`config.mk`:
```
export PLATFORM = sky130hd
export DESIGN_NAME = nand_hamming_acc
export DESIGN_NICKNAME = d
export VERILOG_FILES = /design/src/rtl/hecc_pkg.sv /design/src/rtl/hecc_byte_parity.sv /design/src/rtl/hecc_lane.sv /design/src/rtl/hecc_rd_port.sv /design/src/rtl/nand_hamming_acc.sv
export SDC_FILE = /design/constraint.sdc
export NUM_CORES = 1
export LEC_CHECK = 0
export ABC_AREA = 1
export BUFFER_PORTS_ARGS = -buffer_cell sky130_fd_sc_hd__buf_2
export CAP_MARGIN = 10
export CORE_MARGIN = 1
export CORE_UTILIZATION = 55
export DETAILED_ROUTE_END_ITERATION = 6
export PLACE_DENSITY = 0.78
export SYNTH_ARGS = -nofsm -noshare
export SYNTH_HDL_FRONTEND = slang
export SYNTH_SLANG_ARGS = --single-unit
```
`constraint.sdc`:
```
create_clock -name clk -period 3.7 [get_ports clk]
set_clock_uncertainty 0.15 [all_clocks]
set_input_delay 0.37 -clock clk [delete_from_list [all_inputs] [get_ports clk]]
set_output_delay 0.37 -clock clk [all_outputs]
set_load 0.02 [all_outputs]
```
`src/rtl/hecc_pkg.sv`:
```
package hecc_pkg;
    localparam int unsigned DATA_W = 8;
    localparam int unsigned COL_W  = $clog2(DATA_W);

    function automatic int unsigned half_w(input int unsigned idx_w);
        return idx_w + COL_W;
    endfunction
endpackage

```
`src/rtl/hecc_byte_parity.sv`:
```
module hecc_byte_parity
    import hecc_pkg::*;
#(
    parameter int unsigned IDX_W = 9,
    localparam int unsigned HALF_W = IDX_W + COL_W,
    localparam int unsigned PAR_W  = 2 * HALF_W
) (
    input  logic [DATA_W-1:0] data_i,
    input  logic [IDX_W-1:0]  idx_i,
    output logic [PAR_W-1:0]  term_o
);
    logic [COL_W-1:0] col_odd, col_even;
    logic [IDX_W-1:0] row_odd, row_even;
    logic             byte_par;

    always_comb begin
        col_odd  = '0;
        col_even = '0;
        for (int b = 0; b < int'(DATA_W); b++) begin
            for (int k = 0; k < int'(COL_W); k++) begin
                if (((b >> k) & 1) == 1) col_odd[k]  = col_odd[k]  ^ data_i[b];
                else                     col_even[k] = col_even[k] ^ data_i[b];
            end
        end
    end

    assign byte_par = ^data_i;

    generate
        for (genvar j = 0; j < int'(IDX_W); j++) begin : g_row
            assign row_odd[j]  = idx_i[j] & byte_par;
            assign row_even[j] = ~idx_i[j] & byte_par;
        end
    endgenerate

    assign term_o = {row_even, col_even, row_odd, col_odd};
endmodule

```
`src/rtl/hecc_lane.sv`:
```
module hecc_lane
    import hecc_pkg::*;
#(
    parameter int unsigned IDX_W = 9,
    localparam int unsigned PAR_W = 2 * (IDX_W + COL_W)
) (
    input  logic              clk,
    input  logic              rst_n,
    input  logic              start_i,
    input  logic              byte_i,
    input  logic [DATA_W-1:0] data_i,
    input  logic              rd_hit_i,
    output logic              armed_o,
    output logic [PAR_W-1:0]  parity_o
);
    typedef struct packed {
        logic             armed;
        logic [IDX_W-1:0] cnt;
        logic [PAR_W-1:0] acc;
    } lane_t;

    lane_t            st_d, st_q;
    logic [PAR_W-1:0] term;
    logic             accept;

    hecc_byte_parity #(.IDX_W(IDX_W)) i_bpar (
        .data_i (data_i),
        .idx_i  (st_q.cnt),
        .term_o (term)
    );

    assign accept = byte_i && st_q.armed && !start_i;

    always_comb begin
        st_d = st_q;
        if (start_i) begin
            st_d.armed = 1'b1;
            st_d.cnt   = '0;
            st_d.acc   = '0;
        end else begin
            if (rd_hit_i) st_d.armed = 1'b0;
            if (accept) begin
                st_d.acc = st_q.acc ^ term;
                st_d.cnt = st_q.cnt + 1'b1;
            end
        end
    end

    always_ff @(posedge clk or negedge rst_n) begin
        if (!rst_n) st_q <= '0;
        else        st_q <= st_d;
    end

    assign armed_o  = st_q.armed;
    assign parity_o = st_q.acc;

    p_arm_clears_r2: assert property (@(posedge clk) disable iff (!rst_n)
        start_i |=> (st_q.armed && st_q.cnt == '0 && st_q.acc == '0));
    p_idle_hold_r7: assert property (@(posedge clk) disable iff (!rst_n)
        (!start_i && !(byte_i && st_q.armed)) |=> $stable(st_q.acc) && $stable(st_q.cnt));
    p_count_step_r9: assert property (@(posedge clk) disable iff (!rst_n)
        accept |=> st_q.cnt == IDX_W'($past(st_q.cnt) + 1'b1));
    p_read_disarms_r8: assert property (@(posedge clk) disable iff (!rst_n)
        (rd_hit_i && !start_i) |=> !st_q.armed);
    p_arm_wins_r10: assert property (@(posedge clk) disable iff (!rst_n)
        (rd_hit_i && start_i) |=> st_q.armed);
endmodule

```
`src/rtl/hecc_rd_port.sv`:
```
module hecc_rd_port #(
    parameter int unsigned NUM_CS = 4,
    parameter int unsigned PAR_W  = 24,
    localparam int unsigned CS_W  = (NUM_CS > 1) ? $clog2(NUM_CS) : 1
) (
    input  logic                         clk,
    input  logic                         rst_n,
    input  logic                         rd_en_i,
    input  logic [CS_W-1:0]              rd_cs_i,
    input  logic [NUM_CS-1:0][PAR_W-1:0] parity_i,
    output logic                         rd_valid_o,
    output logic [PAR_W-1:0]             rd_data_o
);
    typedef struct packed {
        logic             valid;
        logic [PAR_W-1:0] data;
    } rd_t;

    rd_t rd_d, rd_q;

    always_comb begin
        rd_d.valid = rd_en_i;
        rd_d.data  = rd_q.data;
        if (rd_en_i) rd_d.data = parity_i[rd_cs_i];
    end

    always_ff @(posedge clk or negedge rst_n) begin
        if (!rst_n) rd_q <= '0;
        else        rd_q <= rd_d;
    end

    assign rd_valid_o = rd_q.valid;
    assign rd_data_o  = rd_q.data;

    p_rd_latency_r8: assert property (@(posedge clk) disable iff (!rst_n)
        rd_en_i |=> rd_valid_o);
    p_rd_quiet_r8: assert property (@(posedge clk) disable iff (!rst_n)
        !rd_en_i |=> !rd_valid_o && $stable(rd_data_o));
endmodule

```
`src/rtl/nand_hamming_acc.sv`:
```
module nand_hamming_acc
    import hecc_pkg::*;
#(
    parameter int unsigned NUM_CS      = 4,
    parameter int unsigned BLOCK_BYTES = 512,
    localparam int unsigned CS_W  = (NUM_CS > 1) ? $clog2(NUM_CS) : 1,
    localparam int unsigned IDX_W = $clog2(BLOCK_BYTES),
    localparam int unsigned PAR_W = 2 * (IDX_W + COL_W)
) (
    input  logic              clk,
    input  logic              rst_n,
    input  logic              ctl_wr,
    input  logic [NUM_CS-1:0] ctl_arm,
    input  logic              byte_vld,
    input  logic [CS_W-1:0]   byte_cs,
    input  logic [DATA_W-1:0] byte_data,
    input  logic              rd_en,
    input  logic [CS_W-1:0]   rd_cs,
    output logic              rd_valid,
    output logic [PAR_W-1:0]  rd_data,
    output logic [NUM_CS-1:0] armed
);
    logic [NUM_CS-1:0][PAR_W-1:0] lane_par;

    generate
        for (genvar c = 0; c < int'(NUM_CS); c++) begin : g_lane
            logic lane_start, lane_byte, lane_rd;
            assign lane_start = ctl_wr && ctl_arm[c];
            assign lane_byte  = byte_vld && (byte_cs == CS_W'(c));
            assign lane_rd    = rd_en && (rd_cs == CS_W'(c));

            hecc_lane #(.IDX_W(IDX_W)) i_lane (
                .clk      (clk),
                .rst_n    (rst_n),
                .start_i  (lane_start),
                .byte_i   (lane_byte),
                .data_i   (byte_data),
                .rd_hit_i (lane_rd),
                .armed_o  (armed[c]),
                .parity_o (lane_par[c])
            );

            p_other_cs_untouched_r6: assert property (@(posedge clk) disable iff (!rst_n)
                (byte_vld && byte_cs != CS_W'(c) && !lane_start) |=> $stable(lane_par[c]));
        end
    endgenerate

    hecc_rd_port #(.NUM_CS(NUM_CS), .PAR_W(PAR_W)) i_rd (
        .clk        (clk),
        .rst_n      (rst_n),
        .rd_en_i    (rd_en),
        .rd_cs_i    (rd_cs),
        .parity_i   (lane_par),
        .rd_valid_o (rd_valid),
        .rd_data_o  (rd_data)
    );
endmodule

```
==> summary.md, run 1 <==
| Metric | Value |
|---|---|
| Worst slew margin | 33.3% |
| Vias per cell | 5.56 |
| Fin nets | 1374 |
| Minimum clock period | 2180 ps |
| Avg WL per Cell | 16.0 um |
| Switching portion of total power | 30.6% |
| TritonCTS clock tree | yes |
| All-Layer GR Usage | 30.6% |
| Vias in the first global route | 8025 |
| Final instance area | 10200 um2 |
| I/O Buffers | 49 |
| Reg area | 4030 um2 |
| Initial Utilization | 56.0% |
| Post-synthesis sequential area ratio | 43.5% |
| Post-route DRC | 2 |
| Status | complete, but fails checks |
| F_max | 459 MHz |
| Drt total wl | 25.3 mm |
| Pin count of the biggest net entering global routing | 76 |
| H-tree level count | 4 |
| Iter 0 DRT Violations | 971 |
| Antenna Cells | 0 |
| Detailed Routing Iterations Pass 1 | 7 |
| Slew Viols, Final | 0 |
| Io pins | 50 |
| Hold Crit Class | primary input to register |
| Distinct cell type count after synthesis | 30 |
| Gp weighted congestion | 0.928 |
| Final period utilization | 58.9% |
| CP Max Fanout | 15 |
| Unrepaired setup endpoints after global routing | false |
| Postcts setup bufs | 0 |
| YS warnings | 0 |
| Crit start category | register |
| DP Area | 9580 um2 |
| Cts repair resizes | 0 |
| Worst Path Required | 3920 ps |
| Clock transition at path regs | 60 ps |
| Mapped cell area | 9260 um2 |
| Core box area | 16500 um2 |
| Die Wd | 132 um |
| Root Buffer | clkbuf_16 |
| # setup viols final | 0 |
| Cts bufs inserted | 17 |
| Final Hold Fails | 0 |
| FF+latch count, synth | 161 |
| Crit. End Element | register |
| Slew of the pin with the lowest slew margin | 993 ps |
| Clk_lat worst skew | 440 ps |
| Hpwl dp | 17.4 mm |
| First-pass GRT wire length | 41.4 mm |
| Post-Route Setup TNS | 0 ps |
| Mapped Cells | 1330 |
| DR vias | 8796 |
| Comb power frac | 17.9% |
| Layout area overhead | 10.0% |
| Pleak | 5.33 nW |
| Rows | 47 |
| Hold path depth | 2 |
| Synthesized area per cell | 6.96 um2 |
| VDD IR max | 0.000359 V |
| Reg power frac | 43.7% |
| Clock Power Share | 38.4% |
| Global route overflow | 0 |
| P_int | 3.28 mW |
| Switching pwr | 1.44 mW |
| Multi-input gate area | 3990 um2 |
| Share of cells above drive strength 1 | 7.71% |
| Failing checks | design-rule violations |
| FF-to-FF path depth | 8 |
| Max-Cap Viols | 0 |
| Net count of the mapped netlist | 1355 |
| CTS max path bufs | 2 |
| Full die area | 17400 um2 |
| Initial antenna violation count | 0 |
| Die outline height | 132 um |
| TritonCTS Sinks | 161 |
| Detail Route Antenna Nets | 0 |
| Pwr Density | 464 nW/um2 |
| Setup CP Type | register to register |
| Critical path arrival | 2400 ps |
| Fill cells | 1480 |
## final timing paths
kind                                                 startpoint                                         to  slack [ps]
max in group asynchronous                                 rst_n      g_lane[2].i_lane.st_q[26]$_DFFE_PN0P_        2100
hold / removal                                            rd_en                  i_rd.rd_valid_o$_DFF_PN0_         240
setup reg to reg           g_lane[1].i_lane.armed_o$_DFFE_PN0P_   g_lane[1].i_lane.parity_o[6]$_DFFE_PN0P_        1520
setup / recovery           g_lane[1].i_lane.armed_o$_DFFE_PN0P_   g_lane[1].i_lane.parity_o[6]$_DFFE_PN0P_        1520
hold reg to reg                  i_rd.rd_data_o[23]$_DFFE_PN0P_             i_rd.rd_data_o[23]$_DFFE_PN0P_         320
min in group asynchronous                                 rst_n  g_lane[0].i_lane.parity_o[15]$_DFFE_PN0P_         390
## worst max-delay path, cell delays in order (launching register included)
cell and delay (ps):
dfrtp_1 370, nand2_1 70, nor2_2 570, inv_1 380
nor2_1 270, nand3_1 110, nand2_1 70, inv_1 30
nor2_1 90
## per-layer routing
layer | track usage [%] | vias to the layer above | routed length, um
li1 | - | 4263 | -
met1 | 42.3 | 4152 | 11400
met2 | 46.5 | 317 | 11400
met3 | 5.77 | 64 | 1610
met4 | 14.7 | 0 | 888
met5 | 0 | - | 0
## cell usage in the layout, fill, tap and decap left out, types with 4 or more instances in the layout
cell / instances
clkbuf_16: 17
nor2_1: 201
nand2_1: 302
o21ai_0: 38
a31oi_1: 10
buf_4: 16
a41oi_1: 10
a22oi_1: 5
dfrtp_1: 161
inv_1: 224
clkinv_2: 5
nor3_1: 30
clkinv_1: 4
xnor2_1: 6
a21oi_1: 58
buf_2: 48
nand3_1: 101
nand4_1: 76
ha_1: 4
o22ai_1: 14
## kinds of logic (layout without fill, tap and decap cells)
group           count (synthesis)  after routing  synth area share, %
flops                         161            161                 43.5
simple gates                  722            722                 33.5
fa+ha+maj                       4              4                0.541
compound gates                136            136                 8.25
buf+inv                       299            331                 13.4
xor+xnor                        8              8                0.757
## power by group through the flow
stage                     registers [mW]  clock network (mW)  logic [mW]
after floorplan                     2.10                   0       0.566
after global placement              2.09                   0       0.808
after detailed placement            2.09                   0       0.834
after CTS                           2.06                1.82       0.841
after global routing                2.08                1.91       0.953
final                               2.07                1.82       0.846
## sequential cells by signal, indices dropped and copies added, names as in the netlist
signal	count
i_rd.rd_valid_o	1
g_lane.i_lane.parity_o	96
g_lane.i_lane.armed_o	4
g_lane.i_lane.st_q	36
i_rd.rd_data_o	24
## cells in the mapped netlist, drive strengths merged
cell | count | share of area (%)
nand2 | 307 | 13
inv | 227 | 9.2
nor2 | 202 | 8.2
dfrtp | 161 | 44
nand3 | 101 | 5.5
nand4 | 76 | 5.1
a21oi | 58 | 3.1
buf | 42 | 3.0
o21ai | 38 | 2.1
nor3 | 30 | 1.6
clkbuf | 26 | 1.1
o22ai | 14 | 0.95
a31oi | 10 | 0.68
a41oi | 10 | 0.95
xnor2 | 6 | 0.57
a22oi | 5 | 0.41
clkinv | 4 | 0.16
ha | 4 | 0.54
and3 | 3 | 0.20
nor4 | 2 | 0.14
xor2 | 2 | 0.19
a211oi | 1 | 0.081
nor3b | 1 | 0.081
## through the flow
step | power [mW] | std cells | setup slack, ps | hold slack [ps] | util [%]
6_report | 4.73 | 1582 | 1520 | 236 | 61.6
5_1_grt | 4.94 | 1582 | 1340 | 242 | 61.6
4_1_cts | 4.73 | 1582 | 1550 | 232 | 61.6
3_5_place_dp | 2.93 | 1549 | 1170 | 305 | 58.0
3_3_place_gp | 2.89 | 1549 | 1260 | 302 | 58.0
2_1_floorplan | 2.66 | 1330 | 2120 | -75.6 | -
## area by class of cell
cell class | instances | area share (%)
Sequential cell | 161 | 39.6
Multi-Input combinational cell | 870 | 39.2
Inverter | 231 | 8.51
Clock buffer | 22 | 4.56
Timing Repair Buffer | 68 | 4.14
Tap cell | 220 | 2.70
Clock inverter | 10 | 1.30
## what timing repair did
| action | CTS | global route |
|---|---|---|
| hold buffers | 1 | 0 |
| endpoints found under the setup margin | 0 | 0 |
| hold endpoints to repair | 71 | 0 |
(Power assumes the default switching activity.)
==> run 2, diff against run 1 <==
Settings changed: ABC_AREA 1 to 0.
Clock period 3.7 ns to 2.03 ns, I/O delays scaled along.
==> summary.md, run 2 <==
| Metric | Value |
|---|---|
| Rows | 43 (was 47) |
| Status | complete, no violations (was complete, but fails checks) |
| FF-to-FF path depth | 5 (was 8) |
| Cell accounting for the most synthesized area | dfrtp_1 (unchanged) |
| I/O Buffers | 49 (unchanged) |
| P_int | 5.86 mW (was 3.28 mW) |
| Mapped Cells | 770 (was 1330) |
| Slowest cell on crit path | dfrtp_1 (was nor2_2) |
| Reg-to-Reg End | g_lane[2].i_lane.st_q[32]$_DFFE_PN0P_ (was g_lane[1].i_lane.parity_o[6]$_DFFE_PN0P_) |
| Switching portion of total power | 29.4% (was 30.6%) |
| CTS Hold Bufs | 10 (was 1) |
| Postcts setup bufs | 0 (unchanged) |
| Clock Power Share | 37.2% (was 38.4%) |
| Cts repair resizes | 0 (unchanged) |
| Share of cells above drive strength 1 | 20.1% (was 7.71%) |
| First-pass GRT wire length | 33.8 mm (was 41.4 mm) |
| Io pins | 50 (unchanged) |
| Avg WL per Cell | 21.3 um (was 16.0 um) |
| Die Wd | 123 um (was 132 um) |
| Reg area | 4030 um2 (unchanged) |
| Asr flop ratio synth | 100% (unchanged) |
| Reg power frac | 44.3% (was 43.7%) |
| Mapped cell area | 8020 um2 (was 9260 um2) |
| Largest cells by area after synthesis | dfrtp_1, mux4_2, a21oi_1 (was dfrtp_1, nand2_1, inv_1) |
| Vias in the first global route | 6576 (was 8025) |
| Max-Cap Viols | 0 (unchanged) |
| Critical path's largest stage delay | 490 ps (was 570 ps) |
| YS warnings | 0 (unchanged) |
| Die outline height | 123 um (was 132 um) |
| CTS max path bufs | 2 (unchanged) |
| Initial Utilization | 57.1% (was 56.0%) |
| Crit start category | register (unchanged) |
| Root Buffer | clkbuf_16 (unchanged) |
| Full die area | 15100 um2 (was 17400 um2) |
| Top-count cell post-synth | dfrtp_1 (was nand2_1) |
| Post-Route Setup TNS | 0 ps (unchanged) |
| Post-route DRC | 0 (was 2) |
| Max reg flops | 96 (unchanged) |
| Hold slack final | 139 ps (was 236 ps) |
| Post-synthesis sequential area ratio | 50.3% (was 43.5%) |
| Commonest non-fill, non-tap cell in the layout | dfrtp_1 (was nand2_1) |
| Setup CP Type | register to register (unchanged) |
| Unrepaired setup endpoints after global routing | false (unchanged) |
| Antenna Cells | 0 (unchanged) |
| Cts bufs inserted | 17 (unchanged) |
| Comb power frac | 18.5% (was 17.9%) |
| # setup viols final | 0 (unchanged) |
| Worst Path Required | 2170 ps (was 3920 ps) |
| FF+latch count, synth | 161 (unchanged) |
| Placed cell count | 968 (was 1549) |
| F_max | 549 MHz (was 459 MHz) |
| List of most frequent post-synthesis cells | dfrtp_1, a21oi_1, o21ai_0 (was nand2_1, inv_1, nor2_1) |
| Slew Viols, Final | 0 (unchanged) |
| Hpwl dp | 14.2 mm (was 17.4 mm) |
| Worst path cell trace | ha_1 -> nand4_1 -> nor3_1 -> xnor2_1 -> nor2_1 (was nand2_1 -> nor2_2 -> inv_1 -> nor2_1 -> nand3_1 -> nand2_1 -> inv_1 -> nor2_1) |
| Drt total wl | 21.5 mm (was 25.3 mm) |
| Slew of the pin with the lowest slew margin | 731 ps (was 993 ps) |
| Gp weighted congestion | 0.872 (was 0.928) |
| Final period utilization | 89.8% (was 58.9%) |
| Most frequent cells in the layout | dfrtp_1, a21oi_1, o21ai_0 (was nand2_1, inv_1, nor2_1) |
| Worst slew margin | 50.9% (was 33.3%) |
| CP Max Fanout | 7 (was 15) |
| Detailed Routing Iterations Pass 1 | 6 (was 7) |
| Pwr Density | 898 nW/um2 (was 464 nW/um2) |
| Iter 0 DRT Violations | 731 (was 971) |
| Core box area | 14000 um2 (was 16500 um2) |
| Layout area overhead | 15.4% (was 10.0%) |
| Buf/Inv on CP | 0 (was 2) |
| DR vias | 6685 (was 8796) |
| Worst r2r src | g_lane[2].i_lane.st_q[24]$_DFFE_PN0P_ (was g_lane[1].i_lane.armed_o$_DFFE_PN0P_) |
| Vias per cell | 6.63 (was 5.56) |
| Fin nets | 842 (was 1374) |
| TritonCTS clock tree | yes (unchanged) |
| Net count of the mapped netlist | 795 (was 1355) |
| Switching pwr | 2.44 mW (was 1.44 mW) |
| Synthesized area per cell | 10.4 um2 (was 6.96 um2) |
| H-tree level count | 4 (unchanged) |
| Multi-input gate area | 3690 um2 (was 3990 um2) |
| Clock transition at path regs | 60 ps (about the same) |
| Flop2flop setup slack | 210 ps (was 1520 ps) |
| Hold Crit Class | primary input to async pin (was primary input to register) |
| Detail Route Antenna Nets | 0 (unchanged) |
| Clk_lat worst skew | 430 ps (was 440 ps) |
| Top cell type's share of synthesized area | 50.3% (was 43.5%) |
| Distinct cell type count after synthesis | 31 (was 30) |
| Initial antenna violation count | 0 (unchanged) |
| Final Hold Fails | 0 (unchanged) |
| Fill cells | 1011 (was 1480) |
| Crit. End Element | register (unchanged) |
| Number of flops mapped to enable cells by yosys | 0 (unchanged) |
| VDD IR max | 0.000670 V (was 0.000359 V) |
| TritonCTS Sinks | 161 (unchanged) |
| Post-route insts no fill | 1009 (was 1582) |
| Pin count of the biggest net entering global routing | 59 (was 76) |
| Crit path max-delay family | simple AND/OR/NAND/NOR gates (unchanged) |
| Critical path arrival | 1960 ps (was 2400 ps) |
| Global route overflow | 0 (unchanged) |
| All-Layer GR Usage | 30.2% (was 30.6%) |
| Minimum clock period | 1820 ps (was 2180 ps) |
| Pleak | 3.94 nW (was 5.33 nW) |
| Commonest register cell after synthesis | dfrtp_1 (unchanged) |
[run 2: cells by family after synthesis]
group                    count (synthesis)  synth area share, %
adder cells (fa/ha/maj)                  4                0.624
flip-flops                             161                 50.3
buffers and inverters                   72                 3.84
multiplexers                            48                 10.1
AO/OA/AOI/OAI                          210                 14.2
AND/OR/NAND/NOR                        232                 16.0
XOR/XNOR                                43                 4.89
[run 2: worst max path at each step]
stage	from	endpoint	slack [ps]	cells after the start
5_1_grt	g_lane[0].i_lane.armed_o$_DFFE_PN0P_	g_lane[0].i_lane.parity_o[4]$_DFFE_PN0P_	110	5
2_1_floorplan	byte_data[2]	g_lane[1].i_lane.parity_o[19]$_DFFE_PN0P_	50	7
3_3_place_gp	byte_data[3]	g_lane[3].i_lane.parity_o[16]$_DFFE_PN0P_	30	7
3_5_place_dp	byte_data[3]	g_lane[1].i_lane.parity_o[7]$_DFFE_PN0P_	-40	8
6_report	g_lane[2].i_lane.st_q[24]$_DFFE_PN0P_	g_lane[2].i_lane.st_q[32]$_DFFE_PN0P_	210	5
4_1_cts	g_lane[0].i_lane.armed_o$_DFFE_PN0P_	g_lane[0].i_lane.parity_o[11]$_DFFE_PN0P_	210	5
[run 2: worst reg2reg max path, stage by stage, from the launching register on]
cell and delay, ps:
dfrtp_1 490, ha_1 260, nand4_1 160, nor3_1 400, xnor2_1 170, nor2_1 70
[run 2: stage by stage]
step / util [%] / instance area (um2) / power (mW) / setup slack [ps]
6_report: 65.9 / 9250 / 8.30 / 208
5_1_grt: 65.9 / 9250 / 8.58 / 113
4_1_cts: 65.9 / 9250 / 8.30 / 213
3_5_place_dp: 61.2 / 8600 / 5.22 / -44.3
3_3_place_gp: 61.2 / 8600 / 5.13 / 27.8
2_1_floorplan: - / 8020 / 4.62 / 46.0
[run 2: routing by layer]
metal	routed length, um	GRT usage, %	vias to the layer above	part of all wire (%)
li1	-	-	2915	-
met1	8410	39.9	3370	39
met2	10600	47.7	342	49
met3	1890	6.69	58	8.8
met4	656	13.6	0	3.0
met5	0	0	-	0
[run 2: layout make-up]
| type | instances | area share, % |
|---|---|---|
| Tap cell | 180 | 2.44 |
| Multi-Input combinational cell | 537 | 39.9 |
| Sequential cell | 161 | 43.6 |
| Clock buffer | 20 | 4.72 |
| Timing Repair Buffer | 97 | 7.97 |
| Clock inverter | 11 | 1.26 |
| Inverter | 3 | 0.122 |
[run 2: power groups by stage]
| stage | combinational [mW] | sequential (mW) | clock [mW] |
|---|---|---|---|
| CTS | 1.52 | 3.67 | 3.11 |
| detailed placement | 1.50 | 3.73 | 0 |
| global route | 1.65 | 3.71 | 3.23 |
| floorplan | 0.897 | 3.72 | 0 |
| global placement | 1.42 | 3.71 | 0 |
| finish | 1.54 | 3.68 | 3.09 |
==> run 3, diff against run 2 <==
Settings changed: PLACE_DENSITY 0.78 to 0.81.
==> summary.md, run 3 (synthesized netlist as in run 2, its figures left out) <==
| Metric | Value |
|---|---|
| DP Area | 8490 um2 (was 8600 um2) |
| Clock transition at path regs | 70 ps (was 60 ps) |
| Unrepaired setup endpoints after global routing | false (unchanged) |
| Clock Power Share | 37.4% (was 37.2%) |
| Cts bufs inserted | 17 (unchanged) |
| Pwr Density | 896 nW/um2 (was 898 nW/um2) |
| H-tree level count | 4 (unchanged) |
| Global route overflow | 0 (unchanged) |
| Slowest cell on crit path | dfrtp_1 (unchanged) |
| First-pass GRT wire length | 35.1 mm (was 33.8 mm) |
| Slew of the pin with the lowest slew margin | 792 ps (was 731 ps) |
| Fill cells | 1027 (was 1011) |
| Critical path arrival | 2180 ps (was 1960 ps) |
| Pin count of the biggest net entering global routing | 87 (was 59) |
| Detail Route Antenna Nets | 0 (unchanged) |
| Commonest non-fill, non-tap cell in the layout | dfrtp_1 (unchanged) |
| Crit. End Element | register (unchanged) |
| Hold Crit Class | primary input to register (was primary input to async pin) |
| Hpwl dp | 14.1 mm (was 14.2 mm) |
| Switching portion of total power | 30.3% (was 29.4%) |
| Fin nets | 829 (was 842) |
| Final instance area | 9140 um2 (was 9250 um2) |
| F_max | 508 MHz (was 549 MHz) |
| Worst Path Required | 2240 ps (was 2170 ps) |
| DR vias | 6742 (was 6685) |
| Initial Utilization | 57.1% (unchanged) |
| Gp weighted congestion | 0.853 (was 0.872) |
| Switching pwr | 2.49 mW (was 2.44 mW) |
| Vias per cell | 6.77 (was 6.63) |
| Post-route DRC | 0 (unchanged) |
| Io pins | 50 (unchanged) |
| Comb power frac | 17.3% (was 18.5%) |
| Slew Viols, Final | 0 (unchanged) |
| TritonCTS Sinks | 161 (unchanged) |
| Tot Pwr | 8.19 mW (was 8.30 mW) |
| CP Max Fanout | 9 (was 7) |
| Antenna Cells | 0 (unchanged) |
| Hold slack final | 85.9 ps (was 139 ps) |
| TritonCTS clock tree | yes (unchanged) |
| Final Hold Fails | 0 (unchanged) |
| Pleak | 3.87 nW (was 3.94 nW) |
| I/O Buffers | 49 (unchanged) |
| All-Layer GR Usage | 31.4% (was 30.2%) |
| Most frequent cells in the layout | dfrtp_1, a21oi_1, o21ai_0 (unchanged) |
| Die outline height | 123 um (unchanged) |
| Core box area | 14000 um2 (unchanged) |
| Root Buffer | clkbuf_16 (unchanged) |
| Worst slew margin | 46.8% (was 50.9%) |
| Die Wd | 123 um (unchanged) |
| Worst r2r src | g_lane[3].i_lane.armed_o$_DFFE_PN0P_ (was g_lane[2].i_lane.st_q[24]$_DFFE_PN0P_) |
| Post-route insts no fill | 996 (was 1009) |
| Hold wc startpoint | rd_en |
| Critical path's largest stage delay | 450 ps (was 490 ps) |
| Postcts setup bufs | 0 (unchanged) |
| Share of cells above drive strength 1 | 19.2% (was 20.1%) |
| Clk_lat worst skew | 440 ps (was 430 ps) |
| Final period utilization | 97.0% (was 89.8%) |
| Iter 0 DRT Violations | 824 (was 731) |
| Layout area overhead | 14.1% (was 15.4%) |
| # setup viols final | 0 (unchanged) |
| Crit start category | register (unchanged) |
| Max-Cap Viols | 0 (unchanged) |
| Minimum clock period | 1970 ps (was 1820 ps) |
| VDD IR max | 0.000628 V (was 0.000670 V) |
| Worst path cell trace | and4_1 -> buf_4 -> nand2_1 -> or3_1 -> a21oi_1 (was ha_1 -> nand4_1 -> nor3_1 -> xnor2_1 -> nor2_1) |
| Full die area | 15100 um2 (unchanged) |
| Detailed Routing Iterations Pass 1 | 6 (unchanged) |
| Setup CP Type | register to register (unchanged) |
| Drt total wl | 21.9 mm (was 21.5 mm) |
| Initial antenna violation count | 0 (unchanged) |
| Vias in the first global route | 6755 (was 6576) |
| Beginning of the critical path | g_lane[3].i_lane.armed_o$_DFFE_PN0P_ (was g_lane[2].i_lane.st_q[24]$_DFFE_PN0P_) |
| Placed cell count | 956 (was 968) |
| CTS max path bufs | 2 (unchanged) |
| P_int | 5.71 mW (was 5.86 mW) |
| Reg power frac | 45.2% (was 44.3%) |
| Final Core Density | 65.1% (was 65.9%) |
| Avg WL per Cell | 22.0 um (was 21.3 um) |
| Status | complete, no violations (unchanged) |
| Rows | 43 (unchanged) |
| Max reg flops | 96 (unchanged) |
[run 3: repair_timing]
action                                 4_1_cts  5_1_grt
resized for setup                            0        1
hold buffers                                 9        0
setup endpoints to repair                    0        1
endpoints found under the hold margin      130        0
[run 3: power groups by stage]
| stage | registers, mW | clock network (mW) | logic (mW) |
|---|---|---|---|
| global route | 3.73 | 3.20 | 1.54 |
| floorplan | 3.72 | 0 | 0.897 |
| finish | 3.70 | 3.07 | 1.42 |
| global placement | 3.72 | 0 | 1.30 |
| detailed placement | 3.75 | 0 | 1.38 |
| CTS | 3.70 | 3.07 | 1.40 |
[run 3: critical path: cells and delay by family (launching register included)]
kind,cells,cell delay (ps)
AO/OA/AOI/OAI,1,150
buffers and inverters,1,250
flip-flops,1,450
AND/OR/NAND/NOR,3,900
[run 3: final timing paths]
check,endpoint,slack [ps],cells past startpoint
min reg2reg,i_rd.rd_data_o[7]$_DFFE_PN0P_,350,1
min in group asynchronous,g_lane[1].i_lane.st_q[29]$_DFFE_PN0P_,120,2
min,i_rd.rd_valid_o$_DFF_PN0_,90,1
max in group asynchronous,g_lane[3].i_lane.st_q[27]$_DFFE_PN0P_,930,3
max reg2reg,g_lane[3].i_lane.parity_o[8]$_DFFE_PN0P_,60,5
max,g_lane[3].i_lane.parity_o[8]$_DFFE_PN0P_,60,5
[run 3: cell type report]
class                   count  area (um2)  area share (%)
inverters                   3        11.3           0.123
repair buffers             84         624            6.83
clock buffers              20         447            4.89
clock inverters            11         109            1.19
multi-input cells         537        3700            40.4
flip-flops and latches    161        4030            44.1
well taps                 180         225            2.46
[run 3: routing by layer]
layer  up-vias  GRT usage, %  part of all wire, %
met5         -             0                    0
met4         0          16.4                  4.6
met3        91          6.97                  8.2
met2       396          49.1                   48
met1      3354          41.2                   39
li1       2901             -                    -
[run 3: stage by stage]
step | setup WS, ps | TNS, ps
floorplan | 46.0 | 0
global placement | 17.4 | 0
detailed placement | -88.2 | -1620
CTS | 26.6 | 0
global route | 29.0 | 0
finish | 61.3 | 0
